## config.mk

```make
export PLATFORM = sky130hd
export DESIGN_NAME = sect_reg_ctrl
export DESIGN_NICKNAME = d
export VERILOG_FILES = /design/src/rtl/sra_pkg.sv /design/src/rtl/sra_ptr_next.sv /design/src/rtl/sra_snap.sv /design/src/rtl/sect_reg_ctrl.sv
export SDC_FILE = /design/constraint.sdc
export NUM_CORES = 1
export LEC_CHECK = 0
export ABC_AREA = 1
export BUFFER_PORTS_ARGS = -buffer_cell sky130_fd_sc_hd__buf_2
export CAP_MARGIN = 40
export CORE_AREA = 2 2 152 154
export CTS_BUF_LIST = sky130_fd_sc_hd__clkbuf_16
export DETAILED_ROUTE_END_ITERATION = 8
export DIE_AREA = 0 0 154 156
export PLACE_DENSITY = 0.71
export RECOVER_POWER = 25
export SYNTH_ARGS = -nofsm -noshare
export SYNTH_HDL_FRONTEND = slang
export SYNTH_SLANG_ARGS = --single-unit
```

## constraint.sdc

```tcl
create_clock -name clk -period 2.65 [get_ports clk]
set_input_delay 0.53 -clock clk [delete_from_list [all_inputs] [get_ports clk]]
set_output_delay 0.53 -clock clk [all_outputs]
set_load 0.01 [all_outputs]
```

## src/rtl/sra_pkg.sv

```systemverilog
package sra_pkg;
    localparam int ADDR_W = 5;

    typedef enum logic [2:0] {
        SEC_TIME,
        SEC_CTRL,
        SEC_ALRM,
        SEC_TIMR,
        SEC_NONE
    } sec_e;

    localparam logic [ADDR_W-1:0] A_HUND     = 5'h1F;
    localparam logic [ADDR_W-1:0] A_TIME_END = 5'h06;
    localparam logic [ADDR_W-1:0] A_CTRL_LO  = 5'h07;
    localparam logic [ADDR_W-1:0] A_CTRL_HI  = 5'h0B;
    localparam logic [ADDR_W-1:0] A_ALRM_LO  = 5'h0C;
    localparam logic [ADDR_W-1:0] A_ALRM_HI  = 5'h11;
    localparam logic [ADDR_W-1:0] A_TIMR_LO  = 5'h12;
    localparam logic [ADDR_W-1:0] A_TIMR_HI  = 5'h14;
    localparam logic [ADDR_W-1:0] A_NONE_LO  = 5'h15;
    localparam logic [ADDR_W-1:0] A_NONE_HI  = 5'h1E;
    localparam int                GATE_BIT   = 4;

    function automatic sec_e sec_of(input logic [ADDR_W-1:0] a);
        if (a <= A_TIME_END || a == A_HUND) return SEC_TIME;
        if (a <= A_CTRL_HI)                 return SEC_CTRL;
        if (a <= A_ALRM_HI)                 return SEC_ALRM;
        if (a <= A_TIMR_HI)                 return SEC_TIMR;
        return SEC_NONE;
    endfunction
endpackage

```

## src/rtl/sra_ptr_next.sv

```systemverilog
module sra_ptr_next
    import sra_pkg::*;
(
    input  logic [ADDR_W-1:0] cur,
    output logic [ADDR_W-1:0] nxt
);
    always_comb begin
        unique case (cur)
            A_HUND:     nxt = '0;
            A_TIME_END: nxt = A_HUND;
            A_CTRL_HI:  nxt = A_CTRL_LO;
            A_ALRM_HI:  nxt = A_ALRM_LO;
            A_TIMR_HI:  nxt = A_TIMR_LO;
            A_NONE_HI:  nxt = A_NONE_LO;
            default:    nxt = cur + 1'b1;
        endcase
    end
endmodule

```

## src/rtl/sra_snap.sv

```systemverilog
module sra_snap #(
    parameter int DW    = 8,
    parameter int CLK_N = 8
) (
    input  logic                  clk,
    input  logic                  rst_n,
    input  logic [CLK_N*DW-1:0]   live,
    input  logic                  hold_set,
    input  logic                  hold_clr,
    output logic [CLK_N*DW-1:0]   shadow,
    output logic                  held
);
    typedef struct packed {
        logic                hold;
        logic [CLK_N*DW-1:0] img;
    } snap_t;

    snap_t s_d, s_q;

    always_comb begin
        s_d = s_q;
        if (!(s_q.hold || hold_set)) s_d.img = live;
        if (hold_set)       s_d.hold = 1'b1;
        else if (hold_clr)  s_d.hold = 1'b0;
    end

    always_ff @(posedge clk) begin
        if (!rst_n) s_q <= '0;
        else        s_q <= s_d;
    end

    assign shadow = s_q.img;
    assign held   = s_q.hold;
endmodule

```

## src/rtl/sect_reg_ctrl.sv

```systemverilog
module sect_reg_ctrl
    import sra_pkg::*;
#(
    parameter int DW    = 8,
    parameter int CLK_N = 8,
    parameter int LOC_N = 14
) (
    input  logic                     clk,
    input  logic                     rst_n,
    input  logic                     xfer_start,
    input  logic                     xfer_stop,
    input  logic                     addr_vld,
    input  logic [DW-1:0]            addr_byte,
    input  logic                     wr_vld,
    input  logic [DW-1:0]            wr_byte,
    input  logic                     rd_req,
    output logic [DW-1:0]            rd_byte,
    input  logic [CLK_N*DW-1:0]      time_live,
    output logic                     time_wr_en,
    output logic [$clog2(CLK_N)-1:0] time_wr_sel,
    output logic [DW-1:0]            time_wr_byte,
    output logic [LOC_N*DW-1:0]      reg_img
);
    localparam int SEL_W = $clog2(CLK_N);
    localparam int LOC_W = $clog2(LOC_N);

    typedef struct packed {
        logic [ADDR_W-1:0]          ptr;
        logic [LOC_N-1:0][DW-1:0]   regs;
        logic [DW-1:0]              rdat;
        logic                       twr_en;
        logic [SEL_W-1:0]           twr_sel;
        logic [DW-1:0]              twr_byte;
    } st_t;

    st_t st_d, st_q;

    logic [ADDR_W-1:0]          ptr_nxt;
    logic [CLK_N-1:0][DW-1:0]   shadow;
    logic                       held;
    logic                       hold_set;
    sec_e                       sec;
    logic [ADDR_W-1:0]          loc_off;
    logic [SEL_W-1:0]           tidx;
    logic                       gate;

    sra_ptr_next u_next (
        .cur (st_q.ptr),
        .nxt (ptr_nxt)
    );

    sra_snap #(.DW(DW), .CLK_N(CLK_N)) u_snap (
        .clk      (clk),
        .rst_n    (rst_n),
        .live     (time_live),
        .hold_set (hold_set),
        .hold_clr (xfer_start | xfer_stop),
        .shadow   (shadow),
        .held     (held)
    );

    always_comb begin
        sec      = sec_of(st_q.ptr);
        loc_off  = st_q.ptr - A_CTRL_LO;
        tidx     = (st_q.ptr == A_HUND) ? SEL_W'(CLK_N - 1) : st_q.ptr[SEL_W-1:0];
        gate     = st_q.regs[0][GATE_BIT];
        hold_set = rd_req && (sec == SEC_TIME || sec == SEC_ALRM);

        st_d        = st_q;
        st_d.twr_en = 1'b0;

        if (addr_vld)
            st_d.ptr = addr_byte[ADDR_W-1:0];
        else if (wr_vld || rd_req)
            st_d.ptr = ptr_nxt;

        if (wr_vld) begin
            unique case (sec)
                SEC_TIME: begin
                    if (gate) begin
                        st_d.twr_en   = 1'b1;
                        st_d.twr_sel  = tidx;
                        st_d.twr_byte = wr_byte;
                    end
                end
                SEC_CTRL, SEC_ALRM, SEC_TIMR:
                    st_d.regs[loc_off[LOC_W-1:0]] = wr_byte;
                default: ;
            endcase
        end

        if (rd_req) begin
            unique case (sec)
                SEC_TIME:           st_d.rdat = shadow[tidx];
                SEC_CTRL, SEC_ALRM: st_d.rdat = st_q.regs[loc_off[LOC_W-1:0]];
                SEC_TIMR:           st_d.rdat = (st_q.ptr == A_TIMR_HI) ? '0
                                                : st_q.regs[loc_off[LOC_W-1:0]];
                default:            st_d.rdat = '0;
            endcase
        end
    end

    always_ff @(posedge clk) begin
        if (!rst_n) st_q <= '0;
        else        st_q <= st_d;
    end

    assign rd_byte      = st_q.rdat;
    assign time_wr_en   = st_q.twr_en;
    assign time_wr_sel  = st_q.twr_sel;
    assign time_wr_byte = st_q.twr_byte;
    assign reg_img      = st_q.regs;
endmodule

```

==> summary.md <==
| Metric | Value |
|---|---|
| GRT overflow | `0` |
| WP data required | `3.04 ns` |
| Slowest library cell on the worst path | `dfxtp_2` |
| # setup viols final | `0` |
| WL per Instance | `16.0 um` |
| Min cycle time layout | `2.48 ns` |
| DR iter-0 viols | `687` |
| Die X | `154 um` |
| Area grow syn2layout | `8.78%` |
| H-tree Lvls | `1` |
| Synthesized instance count | `1553` |
| Pin count of the biggest net entering global routing | `111` |
| Endpoints failing hold | `0` |
| Clock power share | `between 30% and 40%` |
| Initial antenna violation count | `4` |
| Filler instances | `2296` |
| Yosys reg bits | `around 200` |
| Crit path buffers/inverters | `3` |
| Worst-Skew Late Latency | `0.50 ns` |
| Hold WC Path Type | `in -> reg` |
| CTS tree | `built` |
| Seq pwr share | `41.6%` |
| Vias | `9838` |
| Vias per inst | `5.20` |
| Final worst slack | `about 0.17 ns` |
| Pre-Repair DR Iteration Count | `5` |
| Status | `finished clean` |
| Layout net count | `around 1700` |
| Post-synthesis sequential area ratio | `38.1%` |
| TritonCTS Sinks | `202` |
| DRC viols | `0` |
| YS warnings | `0` |
| All-Layer GR Usage | `23.9%` |
| Worst Path Class, Setup | `reg -> reg` |
| Gate power share | `18.9%` |
| Synth unique cells | `32` |
| Max Transition Viols Final | `0` |
| Most common cell after layout, fill and taps aside | `nand2_1` |
| Clock slew seen by the registers of the worst setup and hold paths | `0.06 ns` |
| Crit Path Max Fanout | `35` |
| Most frequent cells in the layout | `362 x nand2_1, 201 x a21oi_1, 201 x dfxtp_1` |
| EDFF count, synth | `0` |
| Critical path launch point type | `flip-flop` |
| Data arrival time of the worst path | `between 2 and 3 ns` |
| RePlAce Congestion | `0.857` |
| Routed Antenna Nets | `0` |
| Cell Rows | `55` |
| Final HPWL from detailed placement | `20.8 mm` |
| Layout cells sized above 1 | `between 10% and 20%` |
| Period utilisation layout | `93.5%` |
| Max-cap violations | `0` |
| Post-Route WL | `30.2 mm` |
| Sw Share | `between 20% and 30%` |
| Pleak | `between 5 and 6 nW` |
| Top Ports | `219` |
| Number of global-route vias before repair | `8823` |
| Worst-Margin Slew | `~0.67 ns` |
| Synth async-reset ratio | `0%` |
| Max IR drop VDD | `445 uV` |
| Full die area | `0.0240 sq mm` |
| CP peak stage delay | `0.41 ns` |
| Initial Util | `47.4%` |
| Psw | `0.00233 W` |
| Setup WS pre-CTS | `-0.0178 ns` |
| Clk_skew | `0.00675 ns` |
| PortBufs | `215` |
| Pwr dens | `between 600 and 700 mW/mm^2` |
| Syn_area_per_cell | `~6.8 sq um` |
| CP Capture Type | `flip-flop` |
| Setup bufs post-CTS | `0` |
| Crit-path cells | `buf_12 > inv_4 > ha_1 > nand3_2 > nand2_2 > nor2_4 > nand2_1 > a21oi_4 > buf_12 > nand2_2 > o21ai_0 > a21oi_1` |
| Inserted Clock Buffers | `23` |
| Int Pwr | `0.00554 W` |
| Synth Net Count | `roughly 1600` |
| Fin util | `51.6%` |
| Global-route wire length before repair | `46.3 mm` |
| CTS Root Cell | `clkbuf_16` |
| Critical path's top delay family | `simple AND/OR/NAND/NOR gates` |
| FMAX | `404 MHz` |
| Post-synthesis cell area | `0.0106 sq mm` |
| Worst slew margin | `55.2%` |
| CTS Hold Bufs | `0` |
| Core region area | `around 0.022 sq mm` |
| Main flop type after synthesis | `dfxtp_1` |
| Chip height | `approximately 160 um` |
| CTS Buffer Depth | `3` |
==> layout make-up <==
| class | count | area (sq um) | share of cell area, % |
|---|---|---|---|
| multi-input combinational | 982 | 4580 | 39.7 |
| sequential | 202 | 4050 | 35.1 |
| timing repair buffer | 245 | 1300 | 11.3 |
| clock buffer | 23 | 576 | 4.99 |
| inverter | 137 | 524 | 4.54 |
| tap | 285 | 357 | 3.09 |
| clock inverter | 16 | 145 | 1.26 |
| timing repair inverter | 1 | 5.00 | 0.0434 |
| antenna | 2 | 5.00 | 0.0434 |
==> synth_stat cells, types with 3 or more instances <==
| cell type | number | area (sq um) |
|---|---|---|
| nand2_1 | 366 | 1370 |
| dfxtp_1 | 202 | 4040 |
| a21oi_1 | 201 | 1010 |
| nand3_1 | 157 | 786 |
| o21ai_0 | 139 | 696 |
| buf_4 | 136 | 1020 |
| inv_1 | 134 | 503 |
| nor2_1 | 60 | 225 |
| clkbuf_1 | 56 | 210 |
| buf_2 | 21 | 105 |
| o21ai_1 | 13 | 65.1 |
| buf_6 | 11 | 124 |
| nand2_2 | 10 | 62.6 |
| buf_1 | 8 | 30.0 |
| ha_1 | 7 | 87.6 |
| nand2_4 | 4 | 45.0 |
| nor3_1 | 4 | 20.0 |
| nand4_1 | 3 | 18.8 |
| nor2_2 | 3 | 18.8 |
| o221ai_1 | 3 | 26.3 |
==> power by group through the flow <==
stage                     Clock (W)  Sequential [W]  Combinational, W
after floorplan                   0         0.00332           0.00106
after global placement            0         0.00334           0.00146
after detailed placement          0         0.00334           0.00147
after CTS                   0.00315         0.00327           0.00148
after global routing        0.00328         0.00329           0.00166
final                       0.00310         0.00328           0.00149
==> state kept, by name (all words and copies together) (netlist names) <==
name	count
reg_img	112
u_snap.shadow	64
rd_byte	8
time_wr_byte	8
st_q	5
time_wr_sel	3
time_wr_en	1
u_snap.held	1
==> worst paths after layout <==
check,startpoint,to,slack [ns],cells past startpoint
setup / recovery,st_q[132],reg_img[40],0.17,12
hold / removal,time_live[12],u_snap.shadow[12],0.29,3
setup reg to reg,st_q[132],reg_img[40],0.17,12
hold reg to reg,u_snap.shadow[59],u_snap.shadow[59],0.46,2
==> tightest hold or removal path, delay by kind of cell <==
| kind | cells | cell delay, ns |
|---|---|---|
| AO/OA/AOI/OAI | 1 | 0.06 |
| AND/OR/NAND/NOR | 1 | 0.07 |
| buffers and inverters | 1 | 0.09 |
==> per-stage QoR <==
stage               hold slack [ns]  cell area [sq um]  std cells  total power, W  setup TNS (ns)
floorplan                     0.437              10600       1553         0.00438               0
global placement              0.446              10900       1849         0.00479               0
detailed placement            0.452              10900       1850         0.00481         -0.0491
global route                  0.294              11500       1891         0.00823         -0.0155
finish                        0.293              11500       1893         0.00787               0
CTS                           0.281              11600       1889         0.00790               0
==> timing repair <==
action,in CTS,in global routing
gates resized for setup,4,8
endpoints found under the setup margin,15,159
gates cloned,0,2
==> metal layers <==
| metal | wire length [um] | part of all wire [%] | global-route usage (%) | vias to the layer above |
|---|---|---|---|---|
| li1 | - | - | - | 4962 |
| met1 | 13000 | 43 | 31.0 | 4505 |
| met2 | 14400 | 47 | 40.6 | 314 |
| met3 | 2140 | 7.1 | 4.53 | 55 |
| met4 | 733 | 2.4 | 7.25 | 2 |
| met5 | 7 | 0.023 | 0 | - |
==> cell families (layout without fill, tap and decap cells) <==
kind of cell | count (synthesis) | after routing | synth area share, %
other | 0 | 2 | 0
AO/OA/AOI/OAI | 359 | 359 | 17.2
AND/OR/NAND/NOR | 614 | 614 | 24.6
flip-flops | 202 | 202 | 38.1
XOR/XNOR | 2 | 2 | 0.413
adder cells (fa/ha/maj) | 7 | 7 | 0.826
buffers and inverters | 369 | 422 | 18.9
(Power assumes the default switching activity.)
